**src/rtl/mrs_pkg.sv**
```systemverilog
`timescale 1ns/1ps
package mrs_pkg;

   typedef enum logic [1:0] {
      ST_IDLE,
      ST_PRE,
      ST_DATA,
      ST_DROP
   } mrs_state_e;

   localparam int unsigned FLAG_W = 6;
   localparam int unsigned F_CRC  = 0;
   localparam int unsigned F_DRIB = 1;
   localparam int unsigned F_RXER = 2;
   localparam int unsigned F_WDOG = 3;
   localparam int unsigned F_TYPE = 4;
   localparam int unsigned F_LCOL = 5;

   localparam logic [3:0]  PRE_NIB    = 4'h5;
   localparam logic [3:0]  SFD_NIB    = 4'hD;
   localparam logic [15:0] TYPE_MIN   = 16'h0600;
   localparam int unsigned TYPE_OFS   = 12;
   localparam int unsigned RUNT_BYTES = TYPE_OFS + 2;

   localparam logic [31:0] CRC_POLY_R  = 32'hEDB88320;
   localparam logic [31:0] CRC_SEED    = 32'hFFFFFFFF;
   localparam logic [31:0] CRC_RESIDUE = 32'hDEBB20E3;

   function automatic logic [31:0] crc_fold_byte(input logic [31:0] c, input logic [7:0] d);
      logic [31:0] r;
      r = c;
      for (int k = 0; k < 8; k++)
         r = (r[0] ^ d[k]) ? ((r >> 1) ^ CRC_POLY_R) : (r >> 1);
      return r;
   endfunction

endpackage

```
**src/rtl/mrs_nibble_packer.sv**
```systemverilog
`timescale 1ns/1ps
module mrs_nibble_packer (
   input  logic       clk,
   input  logic       rst_n,
   input  logic       clear,
   input  logic       nib_en,
   input  logic [3:0] nib,
   output logic       odd_nib,
   output logic       byte_stb,
   output logic [7:0] byte_val
);
   logic [3:0] low_q;

   always_ff @(posedge clk) begin
      if (!rst_n || clear) begin
         odd_nib <= 1'b0;
         low_q   <= '0;
      end else if (nib_en) begin
         odd_nib <= ~odd_nib;
         if (!odd_nib) low_q <= nib;
      end
   end

   assign byte_stb = nib_en & odd_nib;
   assign byte_val = {nib, low_q};
endmodule

```
**src/rtl/mrs_crc_acc.sv**
```systemverilog
`timescale 1ns/1ps
module mrs_crc_acc
   import mrs_pkg::*;
(
   input  logic       clk,
   input  logic       rst_n,
   input  logic       clear,
   input  logic       byte_stb,
   input  logic [7:0] byte_val,
   output logic       crc_ok
);
   logic [31:0] crc_q;

   always_ff @(posedge clk) begin
      if (!rst_n || clear)
         crc_q <= CRC_SEED;
      else if (byte_stb)
         crc_q <= crc_fold_byte(crc_q, byte_val);
   end

   assign crc_ok = (crc_q == CRC_RESIDUE);
endmodule

```
**src/rtl/mrs_byte_counter.sv**
```systemverilog
`timescale 1ns/1ps
module mrs_byte_counter #(
   parameter int unsigned WD_SHORT  = 2048,
   parameter int unsigned WD_LONG   = 16384,
   parameter int unsigned LATE_BYTES = 64,
   parameter int unsigned LEN_W     = 15
) (
   input  logic             clk,
   input  logic             rst_n,
   input  logic             clear,
   input  logic             byte_stb,
   input  logic             wd_long_sel,
   output logic [LEN_W-1:0] count,
   output logic             expire,
   output logic             late_zone
);
   logic [LEN_W-1:0] limit;

   generate
      if (WD_SHORT == WD_LONG) begin : g_one_limit
         assign limit = LEN_W'(WD_SHORT);
      end else begin : g_two_limits
         assign limit = wd_long_sel ? LEN_W'(WD_LONG) : LEN_W'(WD_SHORT);
      end
   endgenerate

   always_ff @(posedge clk) begin
      if (!rst_n || clear)
         count <= '0;
      else if (byte_stb)
         count <= count + LEN_W'(1);
   end

   assign expire    = byte_stb && (count >= limit);
   assign late_zone = (count >= LEN_W'(LATE_BYTES));

   logic unused_sel;
   assign unused_sel = wd_long_sel;
endmodule

```
**src/rtl/mii_rx_status_mon.sv**
```systemverilog
`timescale 1ns/1ps
module mii_rx_status_mon
   import mrs_pkg::*;
#(
   parameter  int unsigned WD_SHORT   = 2048,
   parameter  int unsigned WD_LONG    = 16384,
   parameter  int unsigned LATE_BYTES = 64,
   localparam int unsigned LEN_W      = $clog2(WD_LONG + 2)
) (
   input  logic              clk,
   input  logic              rst_n,
   input  logic              rx_dv,
   input  logic              rx_er,
   input  logic [3:0]        rxd,
   input  logic              col,
   input  logic              half_duplex,
   input  logic              wd_long_sel,
   output logic              stat_valid,
   output logic [FLAG_W-1:0] stat_flags,
   output logic [LEN_W-1:0]  stat_len
);
   generate
      if (WD_LONG < WD_SHORT) begin : g_bad_order
         $error("WD_LONG must not be below WD_SHORT");
      end
      if (WD_SHORT < RUNT_BYTES) begin : g_bad_short
         $error("WD_SHORT must cover the length/type field");
      end
      if (LATE_BYTES == 0) begin : g_bad_late
         $error("LATE_BYTES must be nonzero");
      end
   endgenerate

   mrs_state_e        state;
   logic [3:0]        prev_nib;
   logic              er_seen, col_seen;
   logic [7:0]        lt_hi, lt_lo;
   logic              in_data, nib_en, clr_frame;
   logic              odd_nib, byte_stb, crc_ok, wd_expire, late_zone;
   logic [7:0]        byte_val;
   logic [LEN_W-1:0]  byte_cnt;
   logic              er_nxt, col_nxt, type_hit;
   logic              rep_go;
   logic [FLAG_W-1:0] rep_flags;
   logic [LEN_W-1:0]  rep_len;

   assign in_data   = (state == ST_DATA);
   assign nib_en    = in_data & rx_dv;
   assign clr_frame = ~in_data;

   mrs_nibble_packer u_pack (
      .clk(clk), .rst_n(rst_n), .clear(clr_frame), .nib_en(nib_en), .nib(rxd),
      .odd_nib(odd_nib), .byte_stb(byte_stb), .byte_val(byte_val)
   );

   mrs_crc_acc u_crc (
      .clk(clk), .rst_n(rst_n), .clear(clr_frame), .byte_stb(byte_stb),
      .byte_val(byte_val), .crc_ok(crc_ok)
   );

   mrs_byte_counter #(
      .WD_SHORT(WD_SHORT), .WD_LONG(WD_LONG), .LATE_BYTES(LATE_BYTES), .LEN_W(LEN_W)
   ) u_cnt (
      .clk(clk), .rst_n(rst_n), .clear(clr_frame), .byte_stb(byte_stb),
      .wd_long_sel(wd_long_sel), .count(byte_cnt), .expire(wd_expire),
      .late_zone(late_zone)
   );

   assign er_nxt   = er_seen | (rx_dv & rx_er);
   assign col_nxt  = col_seen | (half_duplex & col & nib_en & late_zone);
   assign type_hit = ({lt_hi, lt_lo} >= TYPE_MIN);

   always_comb begin
      rep_go    = 1'b0;
      rep_flags = '0;
      rep_len   = byte_cnt;
      if (in_data) begin
         if (!rx_dv) begin
            rep_go            = 1'b1;
            rep_flags[F_CRC]  = ~crc_ok;
            rep_flags[F_DRIB] = odd_nib;
            rep_flags[F_TYPE] = (byte_cnt >= LEN_W'(RUNT_BYTES)) & type_hit;
         end else if (wd_expire) begin
            rep_go            = 1'b1;
            rep_len           = byte_cnt + LEN_W'(1);
            rep_flags[F_CRC]  = 1'b1;
            rep_flags[F_WDOG] = 1'b1;
            rep_flags[F_TYPE] = type_hit;
         end
         rep_flags[F_RXER] = er_nxt;
         rep_flags[F_LCOL] = col_nxt;
      end
   end

   always_ff @(posedge clk) begin
      if (!rst_n) begin
         state      <= ST_IDLE;
         prev_nib   <= '0;
         er_seen    <= 1'b0;
         col_seen   <= 1'b0;
         lt_hi      <= '0;
         lt_lo      <= '0;
         stat_valid <= 1'b0;
         stat_flags <= '0;
         stat_len   <= '0;
      end else begin
         stat_valid <= rep_go;
         if (rep_go) begin
            stat_flags <= rep_flags;
            stat_len   <= rep_len;
         end
         if (byte_stb && byte_cnt == LEN_W'(TYPE_OFS))     lt_hi <= byte_val;
         if (byte_stb && byte_cnt == LEN_W'(TYPE_OFS + 1)) lt_lo <= byte_val;
         case (state)
            ST_IDLE: if (rx_dv) begin
               state    <= ST_PRE;
               prev_nib <= rxd;
               er_seen  <= rx_er;
               col_seen <= 1'b0;
            end
            ST_PRE: if (!rx_dv) begin
               state <= ST_IDLE;
            end else begin
               er_seen  <= er_nxt;
               prev_nib <= rxd;
               if (prev_nib == PRE_NIB && rxd == SFD_NIB) state <= ST_DATA;
            end
            ST_DATA: begin
               er_seen  <= er_nxt;
               col_seen <= col_nxt;
               if (!rx_dv)         state <= ST_IDLE;
               else if (wd_expire) state <= ST_DROP;
            end
            default: if (!rx_dv) state <= ST_IDLE;
         endcase
      end
   end
endmodule

```
**config.mk**
```make
export PLATFORM = sky130hd
export DESIGN_NAME = mii_rx_status_mon
export DESIGN_NICKNAME = d
export VERILOG_FILES = /design/src/rtl/mrs_pkg.sv /design/src/rtl/mrs_nibble_packer.sv /design/src/rtl/mrs_crc_acc.sv /design/src/rtl/mrs_byte_counter.sv /design/src/rtl/mii_rx_status_mon.sv
export SDC_FILE = /design/constraint.sdc
export NUM_CORES = 1
export LEC_CHECK = 0
export ABC_CLOCK_PERIOD_IN_PS = 2900
export BUFFER_PORTS_ARGS = -buffer_cell sky130_fd_sc_hd__buf_2
export CORE_MARGIN = 4
export CORE_UTILIZATION = 35
export CTS_CLUSTER_DIAMETER = 120
export CTS_CLUSTER_SIZE = 20
export DETAILED_ROUTE_END_ITERATION = 6
export PLACE_DENSITY = 0.55
export REMOVE_ABC_BUFFERS = 1
export SYNTH_ARGS = -nofsm -noshare
export SYNTH_HDL_FRONTEND = slang
export SYNTH_SLANG_ARGS = --single-unit
export TNS_END_PERCENT = 1
```
**constraint.sdc**
```tcl
create_clock -name clk -period 2.9 [get_ports clk]
set_clock_uncertainty 0.2 [all_clocks]
set_input_delay 0.58 -clock clk [delete_from_list [all_inputs] [get_ports clk]]
set_output_delay 0.58 -clock clk [all_outputs]
set_load 0.01 [all_outputs]
```
# Word-level counts from Yosys, hierarchy flattened
# Index checks and enable logic that the tools add are counted.
# classes
n_bitwise,28
n_reduce_logical,15
mux,33
order_cmp,4
eq_ne,12
add_sub_neg,1
# op_table
operator,n
two-way mux 32 bit,8
inverter 13 -> 14 bit,8
two-way mux 15 bit,4
"== test 32 bit, second input constant",1
"== test 15 x 4 -> 1 bit, second input constant",2
"greater-or-equal comparator 16 x 11 -> 1 bit, second input constant",1
"adder 15 x 1 -> 15 bit, second input constant",1
greater-or-equal comparator 15 bit,1
"greater-or-equal comparator 15 x 4 -> 1 bit, second input constant",1
"greater-or-equal comparator 15 x 7 -> 1 bit, second input constant",1
two-way mux 2 bit,7
two-way mux 1 bit,10
XOR 1 bit,8
AND 1 bit,7
two-way mux 6 bit,1
case mux 2 bit (3 select lines),1
AND reduction 2 bit,3
"== test 4 x 3 -> 1 bit, second input constant",1
"== test 4 bit, second input constant",1
logical AND 1 bit,4
"!= test 2 bit, second input constant",2
"!= test 4 x 1 -> 1 bit, second input constant",1
AND reduction 4 bit,1
"!= test 3 x 2 -> 1 bit, second input constant",1
other kinds (14),17
# totals
input_bits,11
regBits,98
output_inout_bits,22
word_cells,106

# Depth between registers and ports, before layout
# depth
word_depth,16
depth_mapped,9
depth_no_buf,8

# Cells and area by module
# Synthesis repeated with hierarchy kept, for this count alone.
# hier_totals
hier_cells,558
area_unflattened_um2,4888.4
# by_module_without_submodules
mod,seq_area_each_um2,area_each_um2,cells_per_inst,n_inst
mii_rx_status_mon,740.7,1929.4,228,1
mrs_crc_acc,640.6,1918.1,208,1
mrs_byte_counter,300.3,818.3,99,1
mrs_nibble_packer,100.1,222.7,23,1

# Least setup slack after synthesis
# OpenSTA, ideal clock, no wires.
# synth_timing
kind,input port to flip-flop
from,input wd_long_sel
to,register stat_len[5]
slack_ps,461
n_path_buf,1
setup_ps,133
arrival_ps,2105
stages,8
path_cell_list,inv_1 ha_1 or3b_2 a21oi_1 buf_4 a21oi_4 o21ai_1 o22ai_1
# synth_via
elab_chain_len,6
word_cells_on_any_way,9
cone_classes,1 x order compare; 7 x mux; 1 x reduce/logical
# synth_rtl
item,line_no,text
"start, declared",mii_rx_status_mon.sv:17,"input logic wd_long_sel,"
two-way mux 15 bit (*),mrs_byte_counter.sv:23,assign limit = wd_long_sel ? LEN_W'(WD_LONG) : LEN_W'(WD_SHORT);
greater-or-equal comparator 15 bit (*),mrs_byte_counter.sv:34,assign expire = byte_stb && (count >= limit);
logical AND 1 bit (*),mrs_byte_counter.sv:34,
two-way mux 15 bit or two-way mux 1 bit (tied branches),mii_rx_status_mon.sv:83,end else if (wd_expire) begin
two-way mux 15 bit or two-way mux 1 bit (tied branches),mii_rx_status_mon.sv:78,if (!rx_dv) begin
two-way mux 15 bit or two-way mux 1 bit (tied branches),mii_rx_status_mon.sv:77,if (in_data) begin
"end signal, assigned",mii_rx_status_mon.sv:110,stat_len <= rep_len;
"end, declared",mii_rx_status_mon.sv:20,output logic [LEN_W-1:0] stat_len
# Every way passes the cells marked *; elsewhere a longest branch is shown, timed or not.
# A chain may end at the register's enable or synchronous reset.

# Worst setup path in the final report
# layout_timing
from,register u_cnt.count[11]
to,register stat_len[12]
# layout_via
elab_chain_len,5
word_cells_on_any_way,9
cone_classes,1 x add/sub; 1 x order compare; 6 x mux; 1 x reduce/logical
# layout_rtl
item,line_no,text
"start, declared",mrs_byte_counter.sv:13,"output logic [LEN_W-1:0] count,"
"start signal, assigned",mrs_byte_counter.sv:31,count <= count + LEN_W'(1);
greater-or-equal comparator 15 bit,mrs_byte_counter.sv:34,
logical AND 1 bit,mrs_byte_counter.sv:34,
two-way mux 15 bit or two-way mux 1 bit (tied branches),mii_rx_status_mon.sv:83,
two-way mux 15 bit or two-way mux 1 bit (tied branches),mii_rx_status_mon.sv:78,
two-way mux 15 bit or two-way mux 1 bit (tied branches),mii_rx_status_mon.sv:77,
# Parallel ways exist; a longest one is shown, timed or not.

==> flow_summary.toml <==
[worst_hold_path]
holdPathStages = 2
hold_path.startpoint = "stat_len[10]$_SDFFE_PN0P_"
hold_class = "reg -> reg"
timing.hold.worst_endpoint = "stat_len[10]$_SDFFE_PN0P_"

[die]
initial_cell_density_of_the_core = 0.3566
core_um2 = 13240
die_x_um = 124.2
io-pin-count = 33
rows = 42
fp.dieH_um = 124.2
die_area_um2 = 15410

[routing]
first_pass_iters = 5
drc = 0
drtIter0Drc = 257
avgRoutedWirePerCell_um = 15.23
antenna_viol_nets_final = 0
viasPerCell = 5.044
via_count = 3657
detail_route.wirelength_um = 11040

[worst_setup_path]
path_class = "reg -> reg"
worst_r2r_path_depth = 9
r2r-start = "u_cnt.count[11]$_SDFFE_PP0P_"
reg2reg_setup_slack_ns = 0.39
endpoint_kind = "register"
reg2reg_to = "stat_len[12]$_SDFFE_PN0P_"
critPathMaxFanout = 10
cp_data_required_time_ns = 2.96
critPathArrivalTime_ns = 2.57
worstSetupStartpointType = "register"

[sta]
final_count_of_pins_violating_max_slew = 0
setup-tns-final_ns = 0
time_the_worst_path_needs_with_i_o_delays_and_setup_ns = 2.515
worst_slew_pin_slew_ns = 0.5861
worst_hold_slack_ns = 0.2596
grt_setup_unrepaired = "no"
post-route-period-util = 0.8672
max_freq_ghz = 0.3976
setup_viol_count_final = 0
final-hold-violation-count = 0
slew-limit-headroom = 0.6092

[clock_network]
htreeDepth = 3
post-cts-setup-buffer-count = 0
clockBufferDepth = 2
clock_latency_ns = 0.35
cts.sink_count = 89
cts.hold.buffers_added = 0
cts_root_buffer = "sky130_fd_sc_hd__clkbuf_16"
clk_transition_reported_paths_ns = 0.06
cts_made_buffers = 9
cts_tree = "built"
quantity_of_gates_resized_following_cts = 0

[global_route]
antenna_found_initial = 0
met1_demand_to_capacity_share_in_global_routing = 0.2216
global_route.overflow_total = 0
global_route.peak_usage_layer = "met2"
grt_pass1_wl_um = 18840
use_met3 = 0.03906
grt_start_max_net_pins = 66
grt_pass1_vias = 3576
met2_global_route_usage = 0.2351
grt_use_total = 0.1560

[synthesis]
synth.avg_cell_area_um2 = 9.134
synth_edf_count = 0
synth_flop_cell = "sky130_fd_sc_hd__dfxtp_1"
synthesis.area_um2 = 4722
post_synth_main_area_contributors = "sky130_fd_sc_hd__dfxtp_1 (38%), sky130_fd_sc_hd__xnor2_1 (9.8%), sky130_fd_sc_hd__xor2_1 (6.5%)"
yosys.cell_types.count = 48
synth_area_leader_cell = "sky130_fd_sc_hd__dfxtp_1"
ys.warnings.count = 0
netlist.area_leader.share = 0.3773
yosys_register_bits = 89
async_reset_ff_frac = 0
postSynthCellCount = 517
post_synthesis_sequential_area_ratio = 0.3773

[power]
ir_worst_vdd_mv = 0.2712
power_per_cell_area_nw_per_um2 = 524.4
leakagePower_nw = 2.307
total_power_mw = 2.840

[status]
run_status = "finished, final reports clean"

[layout]
n_fill_cell = 1329
mostFrequentLayoutCells = "sky130_fd_sc_hd__dfxtp_1 (89), sky130_fd_sc_hd__nand2_1 (71), sky130_fd_sc_hd__xnor2_1 (53)"
commonest_non_fill_non_tap_cell_in_the_layout = "sky130_fd_sc_hd__dfxtp_1"
final_net_count = 565
area_growth_syn_to_layout_pct = 14.68
final_layout_size_suffix_gt1_frac = 0.1530
finalCoreUtilization = 0.4089
num_antenna_cells = 0

[placement]
detailedPlacementHpwl_um = 7833
final_weighted_congestion_in_routability_driven_placement = 0.8728
io_buffer_count = 32

[flow_run]
maxCapViolCount = 0
-- metrics by stage --
stage | std cells | worst slack [ns] | instance area [µm²]
after floorplan | 484 | -0.4173 | 4586
final | 725 | 0.3851 | 5415
after detailed placement | 710 | 0.1759 | 5119
after global placement | 710 | 0.2843 | 5119
after CTS | 725 | 0.3911 | 5415
after global routing | 725 | 0.2139 | 5415
-- worst max-delay path: stages, from the launching register on --
cell and delay, ns:
sky130_fd_sc_hd__dfxtp_1 0.39, sky130_fd_sc_hd__inv_1 0.10, sky130_fd_sc_hd__ha_1 0.27, sky130_fd_sc_hd__nor4bb_1 0.28, sky130_fd_sc_hd__nand4_1 0.18, sky130_fd_sc_hd__buf_4 0.23, sky130_fd_sc_hd__a211oi_1 0.31, sky130_fd_sc_hd__nand2_1 0.12
sky130_fd_sc_hd__xor2_1 0.15, sky130_fd_sc_hd__a22oi_1 0.20
-- registers in the layout, indices dropped and copies added (netlist names) --
signal and flops:
u_cnt.count 15, col_seen 1, u_pack.low_q 4, u_crc.crc_q 32, stat_flags 6, er_seen 1, lt_hi 7, stat_valid 1
u_pack.odd_nib 1, prev_nib 4, state 2, stat_len 15
-- per-layer routing --
layer,share of wire,vias to the layer above
li1,-,1828
met1,0.49,1757
met2,0.45,62
met3,0.040,10
met4,0.012,0
met5,0,-
-- cells in the mapped netlist (all sizes together), types with 9 or more instances --
master  count
nand3      11
nor2b      16
nor2       24
inv         9
xnor2      63
nand2      72
xor2       37
clkbuf     24
buf         9
o211ai     30
mux2i      17
o21ai      16
a21oi      21
o211a      10
dfxtp      89
ha          9
-- power by group --
group	switching, mW	leakage [nW]	total, mW	internal [mW]
logic	0.219	1.44	0.381	0.162
registers	0.0238	0.720	1.28	1.26
clock network	0.470	0.148	1.18	0.707
total	0.712	2.31	2.84	2.13
-- how the worst max path moves through the flow --
stage,cells past startpoint,start,endpoint,slack (ns)
after floorplan,6,state[0]$_SDFFE_PN0P_,stat_len[5]$_SDFFE_PN0P_,-0.42
after global placement,9,wd_long_sel,state[0]$_SDFFE_PN0P_,0.28
after detailed placement,10,wd_long_sel,stat_len[12]$_SDFFE_PN0P_,0.18
after CTS,9,u_cnt.count[11]$_SDFFE_PP0P_,stat_len[12]$_SDFFE_PN0P_,0.39
after global routing,9,u_cnt.count[11]$_SDFFE_PP0P_,stat_len[12]$_SDFFE_PN0P_,0.21
final,9,u_cnt.count[11]$_SDFFE_PP0P_,stat_len[12]$_SDFFE_PN0P_,0.39
-- logic make-up after synthesis --
kind of cell | synth area share
flip-flops | 0.3773
multiplexers | 0.03604
adder cells (fa/ha/maj) | 0.02385
XOR/XNOR | 0.2093
AND/OR/NAND/NOR | 0.1709
buffers and inverters | 0.03604
AO/OA/AOI/OAI | 0.1465
-- area by class of cell --
| type | count | area (µm²) | share of cell area |
|---|---|---|---|
| repair buffers | 50 | 307.8 | 0.05684 |
| inverters | 9 | 33.78 | 0.006238 |
| clock inverters | 3 | 40.04 | 0.007394 |
| flip-flops and latches | 89 | 1782 | 0.3290 |
| well taps | 176 | 220.2 | 0.04067 |
| multi-input cells | 386 | 2775 | 0.5125 |
| clock buffers | 12 | 256.5 | 0.04737 |
Power figures use the tool's default switching activity.
